$ cat config.mk
export PLATFORM = sky130hd
export DESIGN_NAME = bal_link_gearbox
export DESIGN_NICKNAME = d
export VERILOG_FILES = /design/src/rtl/bal_link_pkg.sv /design/src/rtl/bal_sym_enc.sv /design/src/rtl/bal_sym_dec.sv /design/src/rtl/bal_tx_gearbox.sv /design/src/rtl/bal_rx_gearbox.sv /design/src/rtl/bal_link_gearbox.sv
export SDC_FILE = /design/constraint.sdc
export NUM_CORES = 1
export LEC_CHECK = 0
export CAP_MARGIN = 30
export CORE_MARGIN = 4
export CORE_UTILIZATION = 50
export CTS_BUF_LIST = sky130_fd_sc_hd__clkbuf_16
export CTS_CLUSTER_DIAMETER = 80
export DETAILED_ROUTE_END_ITERATION = 7
export PLACE_DENSITY = 0.81
export SLEW_MARGIN = 20
export SYNTH_ARGS = -nofsm -noshare
export SYNTH_HDL_FRONTEND = slang
export SYNTH_HIERARCHICAL = 1
export SYNTH_SLANG_ARGS = --single-unit
$ cat constraint.sdc
create_clock -name clk -period 4.2 [get_ports clk]
set_input_delay 0.42 -clock clk [delete_from_list [all_inputs] [get_ports clk]]
set_output_delay 0.42 -clock clk [all_outputs]
set_load 0.02 [all_outputs]
$ cat src/rtl/bal_link_pkg.sv
package bal_link_pkg;
   localparam int SYM_BITS   = 6;
   localparam int CODE_BITS  = 7;
   localparam int NUM_SYMS   = 1 << SYM_BITS;
   localparam int NUM_PATS   = 1 << CODE_BITS;

   typedef logic [SYM_BITS-1:0]  sym_t;
   typedef logic [CODE_BITS-1:0] code_t;
   typedef code_t [NUM_SYMS-1:0] enc_tbl_t;
   typedef sym_t  [NUM_PATS-1:0] dec_tbl_t;
   typedef logic  [NUM_PATS-1:0] ok_tbl_t;

   function automatic int unsigned weight(input code_t c);
      int unsigned n = 0;
      for (int b = 0; b < CODE_BITS; b++) n += int'(c[b]);
      return n;
   endfunction

   function automatic logic is_balanced(input code_t c);
      return (weight(c) == 3) || (weight(c) == 4);
   endfunction

   // Symbol d takes the d-th balanced pattern in ascending order.
   function automatic enc_tbl_t build_enc();
      enc_tbl_t t = '0;
      int n = 0;
      for (int v = 0; v < NUM_PATS; v++) begin
         if (is_balanced(code_t'(v)) && n < NUM_SYMS) begin
            t[n] = code_t'(v);
            n++;
         end
      end
      return t;
   endfunction

   function automatic dec_tbl_t build_dec();
      dec_tbl_t t = '0;
      int n = 0;
      for (int v = 0; v < NUM_PATS; v++) begin
         if (is_balanced(code_t'(v)) && n < NUM_SYMS) begin
            t[v] = sym_t'(n);
            n++;
         end
      end
      return t;
   endfunction

   function automatic ok_tbl_t build_ok();
      ok_tbl_t t = '0;
      int n = 0;
      for (int v = 0; v < NUM_PATS; v++) begin
         if (is_balanced(code_t'(v)) && n < NUM_SYMS) begin
            t[v] = 1'b1;
            n++;
         end
      end
      return t;
   endfunction

   localparam enc_tbl_t ENC_TBL   = build_enc();
   localparam dec_tbl_t DEC_TBL   = build_dec();
   localparam ok_tbl_t  OK_TBL    = build_ok();
   localparam code_t    IDLE_CODE = ENC_TBL[0];
endpackage

$ cat src/rtl/bal_sym_enc.sv
module bal_sym_enc
   import bal_link_pkg::*;
(
   input  sym_t  sym,
   output code_t code
);
   assign code = ENC_TBL[sym];
endmodule

$ cat src/rtl/bal_sym_dec.sv
module bal_sym_dec
   import bal_link_pkg::*;
(
   input  code_t code,
   output sym_t  sym,
   output logic  bad
);
   // Table entries for unused patterns are zero.
   assign sym = DEC_TBL[code];
   assign bad = ~OK_TBL[code];
endmodule

$ cat src/rtl/bal_tx_gearbox.sv
module bal_tx_gearbox #(
   parameter int GROUPS     = 6,
   parameter int GROUP_BITS = 32
) (
   input  logic                         clk,
   input  logic                         rst_n,
   input  logic                         word_valid,
   input  logic [GROUPS*GROUP_BITS-1:0] word,
   output logic                         word_ready,
   output logic [GROUPS-1:0]            sym,
   output logic                         sym_first
);
   localparam int CNT_W = $clog2(GROUP_BITS);
   localparam logic [CNT_W-1:0] LAST_IDX = CNT_W'(GROUP_BITS - 1);

   logic             busy_q;
   logic [CNT_W-1:0] idx_q;
   logic             last_beat;
   logic             take;

   assign last_beat  = busy_q && (idx_q == LAST_IDX);
   assign word_ready = !busy_q || last_beat;
   assign take       = word_valid && word_ready;
   assign sym_first  = busy_q && (idx_q == '0);

   always_ff @(posedge clk) begin
      if (!rst_n) begin
         busy_q <= 1'b0;
         idx_q  <= '0;
      end else if (take) begin
         busy_q <= 1'b1;
         idx_q  <= '0;
      end else if (busy_q) begin
         if (last_beat) busy_q <= 1'b0;
         idx_q <= idx_q + CNT_W'(1);
      end
   end

   // One shifter per group; the group's LSB leaves first.
   for (genvar g = 0; g < GROUPS; g++) begin : g_slice
      logic [GROUP_BITS-1:0] shf_q;
      always_ff @(posedge clk) begin
         if (take)        shf_q <= word[g*GROUP_BITS +: GROUP_BITS];
         else if (busy_q) shf_q <= shf_q >> 1;
      end
      assign sym[g] = busy_q & shf_q[0];
   end
endmodule

$ cat src/rtl/bal_rx_gearbox.sv
module bal_rx_gearbox #(
   parameter int GROUPS     = 6,
   parameter int GROUP_BITS = 32
) (
   input  logic                         clk,
   input  logic                         rst_n,
   input  logic [GROUPS-1:0]            sym,
   input  logic                         sow,
   output logic [GROUPS*GROUP_BITS-1:0] word,
   output logic                         word_valid
);
   localparam int CNT_W = $clog2(GROUP_BITS);
   localparam logic [CNT_W-1:0] LAST_IDX = CNT_W'(GROUP_BITS - 1);

   logic             act_q;
   logic [CNT_W-1:0] idx_q;
   logic             done_q;
   logic             shift;

   assign shift      = sow || act_q;
   assign word_valid = done_q;

   always_ff @(posedge clk) begin
      if (!rst_n) begin
         act_q  <= 1'b0;
         idx_q  <= '0;
         done_q <= 1'b0;
      end else begin
         done_q <= 1'b0;
         if (sow) begin
            act_q <= 1'b1;
            idx_q <= CNT_W'(1);
         end else if (act_q) begin
            idx_q <= idx_q + CNT_W'(1);
            if (idx_q == LAST_IDX) begin
               act_q  <= 1'b0;
               done_q <= 1'b1;
            end
         end
      end
   end

   // Bits enter at the MSB so that symbol 0 ends at bit 0.
   for (genvar g = 0; g < GROUPS; g++) begin : g_pack
      logic [GROUP_BITS-1:0] shf_q;
      always_ff @(posedge clk) begin
         if (shift) shf_q <= {sym[g], shf_q[GROUP_BITS-1:1]};
      end
      assign word[g*GROUP_BITS +: GROUP_BITS] = shf_q;
   end
endmodule

$ cat src/rtl/bal_link_gearbox.sv
module bal_link_gearbox
   import bal_link_pkg::*;
#(
   parameter int GROUPS     = 6,
   parameter int GROUP_BITS = 32,
   parameter bit LANE_REG   = 1'b1,
   localparam int WORD_BITS = GROUPS * GROUP_BITS,
   localparam int LANES     = CODE_BITS
) (
   input  logic                 clk,
   input  logic                 rst_n,
   input  logic                 tx_valid,
   input  logic [WORD_BITS-1:0] tx_word,
   output logic                 tx_ready,
   output logic [LANES-1:0]     tx_lanes,
   output logic                 tx_sow,
   input  logic [LANES-1:0]     rx_lanes,
   input  logic                 rx_sow,
   output logic [GROUPS-1:0]    rx_sym,
   output logic                 rx_code_err,
   output logic [WORD_BITS-1:0] rx_word,
   output logic                 rx_word_valid
);
   if (GROUPS != SYM_BITS) begin : g_bad_groups
      $error("GROUPS must equal the codebook symbol width");
   end
   if (GROUP_BITS < 2 || (GROUP_BITS & (GROUP_BITS - 1)) != 0) begin : g_bad_depth
      $error("GROUP_BITS must be a power of two, at least 2");
   end

   sym_t  tx_sym;
   logic  tx_first;
   code_t tx_code;
   sym_t  dec_sym;
   logic  dec_bad;

   bal_tx_gearbox #(.GROUPS(GROUPS), .GROUP_BITS(GROUP_BITS)) u_tx (
      .clk        (clk),
      .rst_n      (rst_n),
      .word_valid (tx_valid),
      .word       (tx_word),
      .word_ready (tx_ready),
      .sym        (tx_sym),
      .sym_first  (tx_first)
   );

   bal_sym_enc u_enc (.sym(tx_sym), .code(tx_code));

   if (LANE_REG) begin : g_lane_reg
      always_ff @(posedge clk) begin
         if (!rst_n) begin
            tx_lanes <= IDLE_CODE;
            tx_sow   <= 1'b0;
         end else begin
            tx_lanes <= tx_code;
            tx_sow   <= tx_first;
         end
      end
   end else begin : g_lane_comb
      assign tx_lanes = tx_code;
      assign tx_sow   = tx_first;
   end

   bal_sym_dec u_dec (.code(rx_lanes), .sym(dec_sym), .bad(dec_bad));

   always_ff @(posedge clk) begin
      if (!rst_n) begin
         rx_sym      <= '0;
         rx_code_err <= 1'b0;
      end else begin
         rx_sym      <= dec_sym;
         rx_code_err <= dec_bad;
      end
   end

   bal_rx_gearbox #(.GROUPS(GROUPS), .GROUP_BITS(GROUP_BITS)) u_rx (
      .clk        (clk),
      .rst_n      (rst_n),
      .sym        (dec_sym),
      .sow        (rx_sow),
      .word       (rx_word),
      .word_valid (rx_word_valid)
   );
endmodule

==> impl_metrics.toml, run 1 <==
[run_status]
status = "finished clean"

[route]
vias_per_cell = 5.301
ant_nets = 0
dr.pass1.iters = 4
wl_mm = 39.75
drcViolationCount = 0
routedWlPerCell_um = 21.53
vias = 9785
drt_iter0_drc = 833

[critical_path]
critPathTopFamily = "simple AND/OR/NAND/NOR gates"
crit_start = "u_tx/idx_q[0]"
cp-end-kind = "flop"
worstRegToRegCells = 7
crit_top_cell = "ha_1"
path_depth = 7
worstReg2RegEnd = "u_tx/g_slice[1].shf_q[20]"
max_stage_delay_ns = 0.67
r2r-start = "u_tx/idx_q[0]"
critPathCapture = "u_tx/g_slice[1].shf_q[20]"
path_buf_inv = 1
crit_slowest_cell = "nand2_8"
cp_data_required_time_ns = 4.50
crit_chain = "ha_1 -> and3_1 -> ha_1 -> nand2b_1 -> nand2_8 -> buf_4 -> mux2_2"
critical_path_class = "reg2reg"
start_kind = "flop"
ff2ff_setup_slack_ns = 1.16
cp.arrival_ns = 3.34
path_max_fanout = 82

[pwr]
p_leak_nw = 8.457
cellPowerDensity_nw_per_um2 = 460.9
max-vdd-ir-drop_uv = 336.0

[logic_synthesis]
netlist_instances = 939
synthSimpleGateAreaFrac = 0.04536
synthTopCellsByArea = "edfxtp_1 68%, mux2_4 8.8%, mux2_2 5.8%"
synth-seq-area-share = 0.7116
ys_seq_elements = 412
synth.mux.area_fraction = 0.1571
synth_edf_count = 384
synth.avg_cell_area_um2 = 18.10
synth.top_cell.area_share = 0.6786
netlist_area_um2 = 16990
syn_nets = 1163
synthArstFlopShare = 0
synth_compound_area_frac = 0.03947
ys.flop_type = "edfxtp_1"
synth_top_area_cell = "edfxtp_1"
synth_top_family_by_area = "multiplexers"
synth_xor_area_frac = 0.004123
yosysUniqueCellTypes = 69
yosys_warnings = 6
synthAdderAreaFrac = 0.01546

[global_route]
antenna_found_initial = 10
grt_pass1_wl_mm = 57.51
grt_overflow = 0
grt_start_max_net_pins = 93
grt_use_total = 0.2049
grt_pass1_vias = 9693

[run]
drv_cap = 0

[layout]
drive_gt1_frac = 0.2046
nets = 1581
fin_area_um2 = 22770
areaGrowthSynthToFinish_pct = 34.01
post-route-util = 0.6791

[floorplan]
initial_utilization = 0.5068
die_h_um = 192.4
io_pins = 412
die-width_um = 192.4
die-area_um2 = 37000
core_area_um2 = 33530
rows = 67

[clocking]
root_buffer = "clkbuf_16"
cts_tree = "done"
numCtsBuffers = 43
htree_levels = 2
cts_setup_buffers = 0
clk_pin_slew_worst_paths_ns = 0.06
clock_latency_ns = 0.56
clockBufferDepth = 3
cts_hold_buf = 0
clock-sinks = 412
cts_resized = 0

[timing]
rsz0062_at_grt = "false"
period_needed_ns = 3.038
fmax_mhz = 329.2
worst_slew_pin_slew_ns = 0.9152
hold_viol_final = 0
final.setup.tns_ns = 0
hold_ws_ns = 0.4344
slew-limit-headroom = 0.3880
setup_violations = 0
fin_skew_ns = 0.02943
slew_viol_final = 0
fin_crit_sh = 0.7233

[worst_hold_path]
hold_path.class = "reg2reg"

[place]
io_buffers = 411
placed_area_um2 = 21420
routabilityCongestion = 0.8082
dpl.hpwl_mm = 26.78
==> power by group <==
group	switching [W]	total (W)	internal, W
Sequential	0.000190	0.00527	0.00508
Clock	0.00155	0.00355	0.00200
Combinational	0.000786	0.00168	0.000890
==> layout by cell type (no fill, tap or decap), types with 12 or more instances in the layout <==
cell type | synthesis | routed
ha_1 | 21 | 21
dfxtp_1 | 28 | 28
nand2_1 | 20 | 20
and2_1 | 12 | 12
a21oi_1 | 19 | 19
o21ai_0 | 13 | 13
inv_1 | 10 | 17
edfxtp_1 | 384 | 384
clkbuf_16 | 0 | 43
nand2b_1 | 14 | 14
clkdlybuf4s50_1 | 0 | 410
nor2_1 | 26 | 26
mux2_4 | 100 | 100
mux2_2 | 87 | 87
==> per-stage QoR <==
step,instances,setup slack (ns),power [W]
final,1846,1.162,0.01050
after global routing,1844,0.9859,0.01092
after floorplan,939,0.6974,0.006226
after CTS,1835,1.161,0.01061
after detailed placement,1759,1.148,0.007014
after global placement,1759,1.248,0.006963
==> synth_stat cells, types with 5 or more instances <==
library cell / instances
xor2_1: 5
and2_2: 8
mux2_4: 100
ha_1: 21
dfxtp_1: 28
a31oi_1: 6
mux2i_1: 11
buf_4: 5
a221oi_1: 5
nand2_1: 20
mux2_2: 87
a211oi_1: 8
inv_1: 10
buf_8: 10
o21ai_1: 6
nor3_1: 9
edfxtp_1: 384
a21oi_1: 19
and2_1: 12
nand2b_1: 14
buf_2: 19
nor2b_1: 11
clkbuf_1: 5
and3_1: 8
buf_6: 7
nor2_1: 26
o21ai_0: 13
o211ai_1: 6
o31ai_1: 5
nand3b_1: 6
nand3_1: 5
==> cells by family after synthesis <==
| group | Yosys count |
|---|---|
| multiplexers | 203 |
| flip-flops | 412 |
| XOR/XNOR | 8 |
| AO/OA/AOI/OAI | 96 |
| adder cells (fa/ha/maj) | 21 |
| buffers and inverters | 62 |
| AND/OR/NAND/NOR | 137 |
==> how the worst min path moves through the flow <==
| stage | depth (start not counted) | endpoint | start | slack [ns] |
|---|---|---|---|---|
| floorplan | 2 | u_rx/idx_q[4] | u_rx/idx_q[4] | 0.47 |
| global placement | 0 | u_rx/g_pack[2].shf_q[24] | u_rx/g_pack[2].shf_q[25] | 0.43 |
| detailed placement | 0 | u_rx/g_pack[0].shf_q[4] | u_rx/g_pack[0].shf_q[5] | 0.43 |
| CTS | 0 | u_rx/g_pack[0].shf_q[19] | u_rx/g_pack[0].shf_q[20] | 0.44 |
| global route | 0 | u_rx/g_pack[2].shf_q[15] | u_rx/g_pack[2].shf_q[16] | 0.45 |
| finish | 0 | u_rx/g_pack[0].shf_q[19] | u_rx/g_pack[0].shf_q[20] | 0.43 |
==> sequential cells by signal, summed over array words and instances (netlist names) <==
signal / flops
rx_code_err: 1
rx_sym: 6
tx_lanes: 7
tx_sow: 1
u_rx/act_q: 1
u_rx/g_pack.shf_q: 192
u_rx/idx_q: 5
u_rx/word_valid: 1
u_tx/busy_q: 1
u_tx/g_slice.shf_q: 192
u_tx/idx_q: 5
==> area by class of cell <==
cell class              instances  area [µm²]
diodes                         10       25.02
clock buffers                  43        1076
multi-input cells             465        4458
well taps                     448       560.5
fillers                      2241       10760
flip-flops and latches        412       12090
repair buffers                422        4274
inverters                      13       48.80
clock inverters                33       237.7
==> per-layer routing <==
layer	global-route usage	wire length [µm]
met1	0.2440	14740
met5	0	46
met4	0.08173	1168
met3	0.06241	3510
met2	0.3495	20280
Power figures use the tool's default switching activity.
==> inputs of run 2 (changes only) <==
Clock period 4.2 ns to 3 ns, I/O delays scaled along.
==> run 2 against run 1 <==
Net effect: cell count increased by 0.87%; largest power group unchanged; worst setup slack worse by 0.91 ns; highest routed layer unchanged; global-route usage down 0.18 points; core utilization rose by 0.85 points; critical endpoint is now tx_ready; register-to-register slack got worse by 0.52 ns; count of clock-buffer cells in the layout increased by 2.
==> impl_metrics.toml, run 2 (synthesis gave the netlist of run 1 again) <==
[timing]
rsz0062_at_grt = "false"
final.setup.tns_ns = 0
worst_slew_pin_slew_ns = 0.7655
finalWorstSetupSlack_ns = 0.2478
slew-limit-headroom = 0.4897
setup_violations = 0
fmax_mhz = 363.3
fin_skew_ns = 0.01967
hold_viol_final = 0
fin_crit_sh = 0.9174
hold_ws_ns = 0.4411
period_needed_ns = 2.752
slew_viol_final = 0

[floorplan]
die-width_um = 192.4
die_h_um = 192.4
die-area_um2 = 37000
core_area_um2 = 33530
rows = 67
io_pins = 412
initial_utilization = 0.5068

[place]
dpl.hpwl_mm = 26.99
routabilityCongestion = 0.8075
dp_slack_ns = 0.4028
placed_area_um2 = 21630
io_buffers = 411

[critical_path]
critPathTopFamily = "buffers and inverters"
crit_slowest_cell = "clkdlybuf4s50_1"
crit_chain = "ha_1 -> and3_1 -> ha_1 -> nand2b_1 -> buf_4 -> clkdlybuf4s50_1"
crit_top_cell = "ha_1"
path_max_fanout = 9
start_kind = "flop"
cp-end-kind = "primary output"
critical_path_class = "reg2out"
cp_data_required_time_ns = 2.70
path_buf_inv = 2
max_stage_delay_ns = 0.63
cp.arrival_ns = 2.45

[layout]
nets = 1597
final_common_cell = "clkdlybuf4s50_1"
drive_gt1_frac = 0.2172
final_cell_mix = "411 x clkdlybuf4s50_1, 384 x edfxtp_1, 100 x mux2_4"
areaGrowthSynthToFinish_pct = 35.70
reg.largest.list = "u_rx/g_pack.shf_q (192), u_tx/g_slice.shf_q (192), tx_lanes (7)"
fin_area_um2 = 23060
fillers = 2202

[route]
vias = 9784
wl_mm = 39.73
routedWlPerCell_um = 21.34
drt_iter0_drc = 726
ant_nets = 0
dr.pass1.iters = 5
drcViolationCount = 0
vias_per_cell = 5.255

[clocking]
clock-sinks = 412
cts_hold_buf = 0
cts_tree = "done"
cts_resized = 0
numCtsBuffers = 44
clockBufferDepth = 3
root_buffer = "clkbuf_16"
htree_levels = 2
clk_pin_slew_worst_paths_ns = 0.07
cts_setup_buffers = 0
clock_latency_ns = 0.54

[global_route]
grt_most_used_layer = "met2"
antenna_found_initial = 7
grt_overflow = 0
met2_usage = 0.3591
grt_pass1_vias = 9790
gr-usage-met3 = 0.04884
grt_pass1_wl_mm = 57.91
grt_use_met1 = 0.2495
grt_use_total = 0.2031
grt_start_max_net_pins = 102

[pwr]
p_leak_nw = 8.612
cellPowerDensity_nw_per_um2 = 652.0
max-vdd-ir-drop_uv = 463.1

[run_status]
status = "finished clean"

[run]
drv_cap = 0

[worst_hold_path]
hold_path.class = "reg2reg"
[run 2: cell types whose count changed in the layout (fill, tap and decap cells not counted)]
cell	before	now
clkdlybuf4s50_1	410	411
diode_2	10	5
inv_1	17	18
buf_12	6	13
clkinv_8	2	0
buf_8	1	0
clkinv_2	8	12
buf_4	4	13
clkinv_1	9	6
buf_2	1	0
inv_8	1	0
clkbuf_16	43	45
bufinv_16	2	4
clkinvlp_4	1	4
[run 2: worst reg2reg max path, stage by stage (launching register included)]
cell and delay (ns):
dfxtp_1 0.34, ha_1 0.21, and3_1 0.18, ha_1 0.16
nand2b_1 0.22, nand2_8 0.14, buf_12 0.41, mux2_2 0.45
[run 2: where the power goes]
group	internal [W]	switching, W
Clock	0.00308	0.00221
Sequential	0.00711	0.000265
Combinational	0.00127	0.00110
[run 2: worst paths after layout]
path                                                from                        end  slack (ns)  cells after the start
worst max-delay path                       u_tx/idx_q[0]                   tx_ready        0.25                      6
worst min-delay path            u_rx/g_pack[1].shf_q[23]   u_rx/g_pack[1].shf_q[22]        0.44                      0
worst max register to register             u_tx/idx_q[0]  u_tx/g_slice[0].shf_q[30]        0.64                      7
worst min register to register  u_rx/g_pack[1].shf_q[23]   u_rx/g_pack[1].shf_q[22]        0.44                      0
[run 2: through the flow]
stage	util	cells	power [W]
2_1_floorplan	-	939	0.008704
3_3_place_gp	0.6451	1775	0.009781
3_5_place_dp	0.6451	1775	0.009852
4_1_cts	0.6873	1857	0.01517
5_1_grt	0.6876	1862	0.01562
6_report	0.6876	1862	0.01503
[run 2: area by class of cell]
type	instances	area, µm²	share of cell area
Tap cell	448	560.5	0.02431
Sequential cell	412	12090	0.5244
Antenna cell	5	12.51	0.0005426
Timing Repair Buffer	437	4472	0.1939
Inverter	13	48.80	0.002116
Clock inverter	37	289.0	0.01253
Clock buffer	45	1126	0.04884
Multi-Input combinational cell	465	4458	0.1933
[run 2: layer usage]
layer,vias up,part of all wire
met5,-,0.00060
li1,4503,-
met4,4,0.023
met1,4889,0.39
met3,60,0.070
met2,328,0.52
==> inputs of run 3 (changes only) <==
Settings changed: CAP_MARGIN 30 to 20.
==> results of run 3 <==
The final DEF is identical to that of run 2; final timing and power are the same.
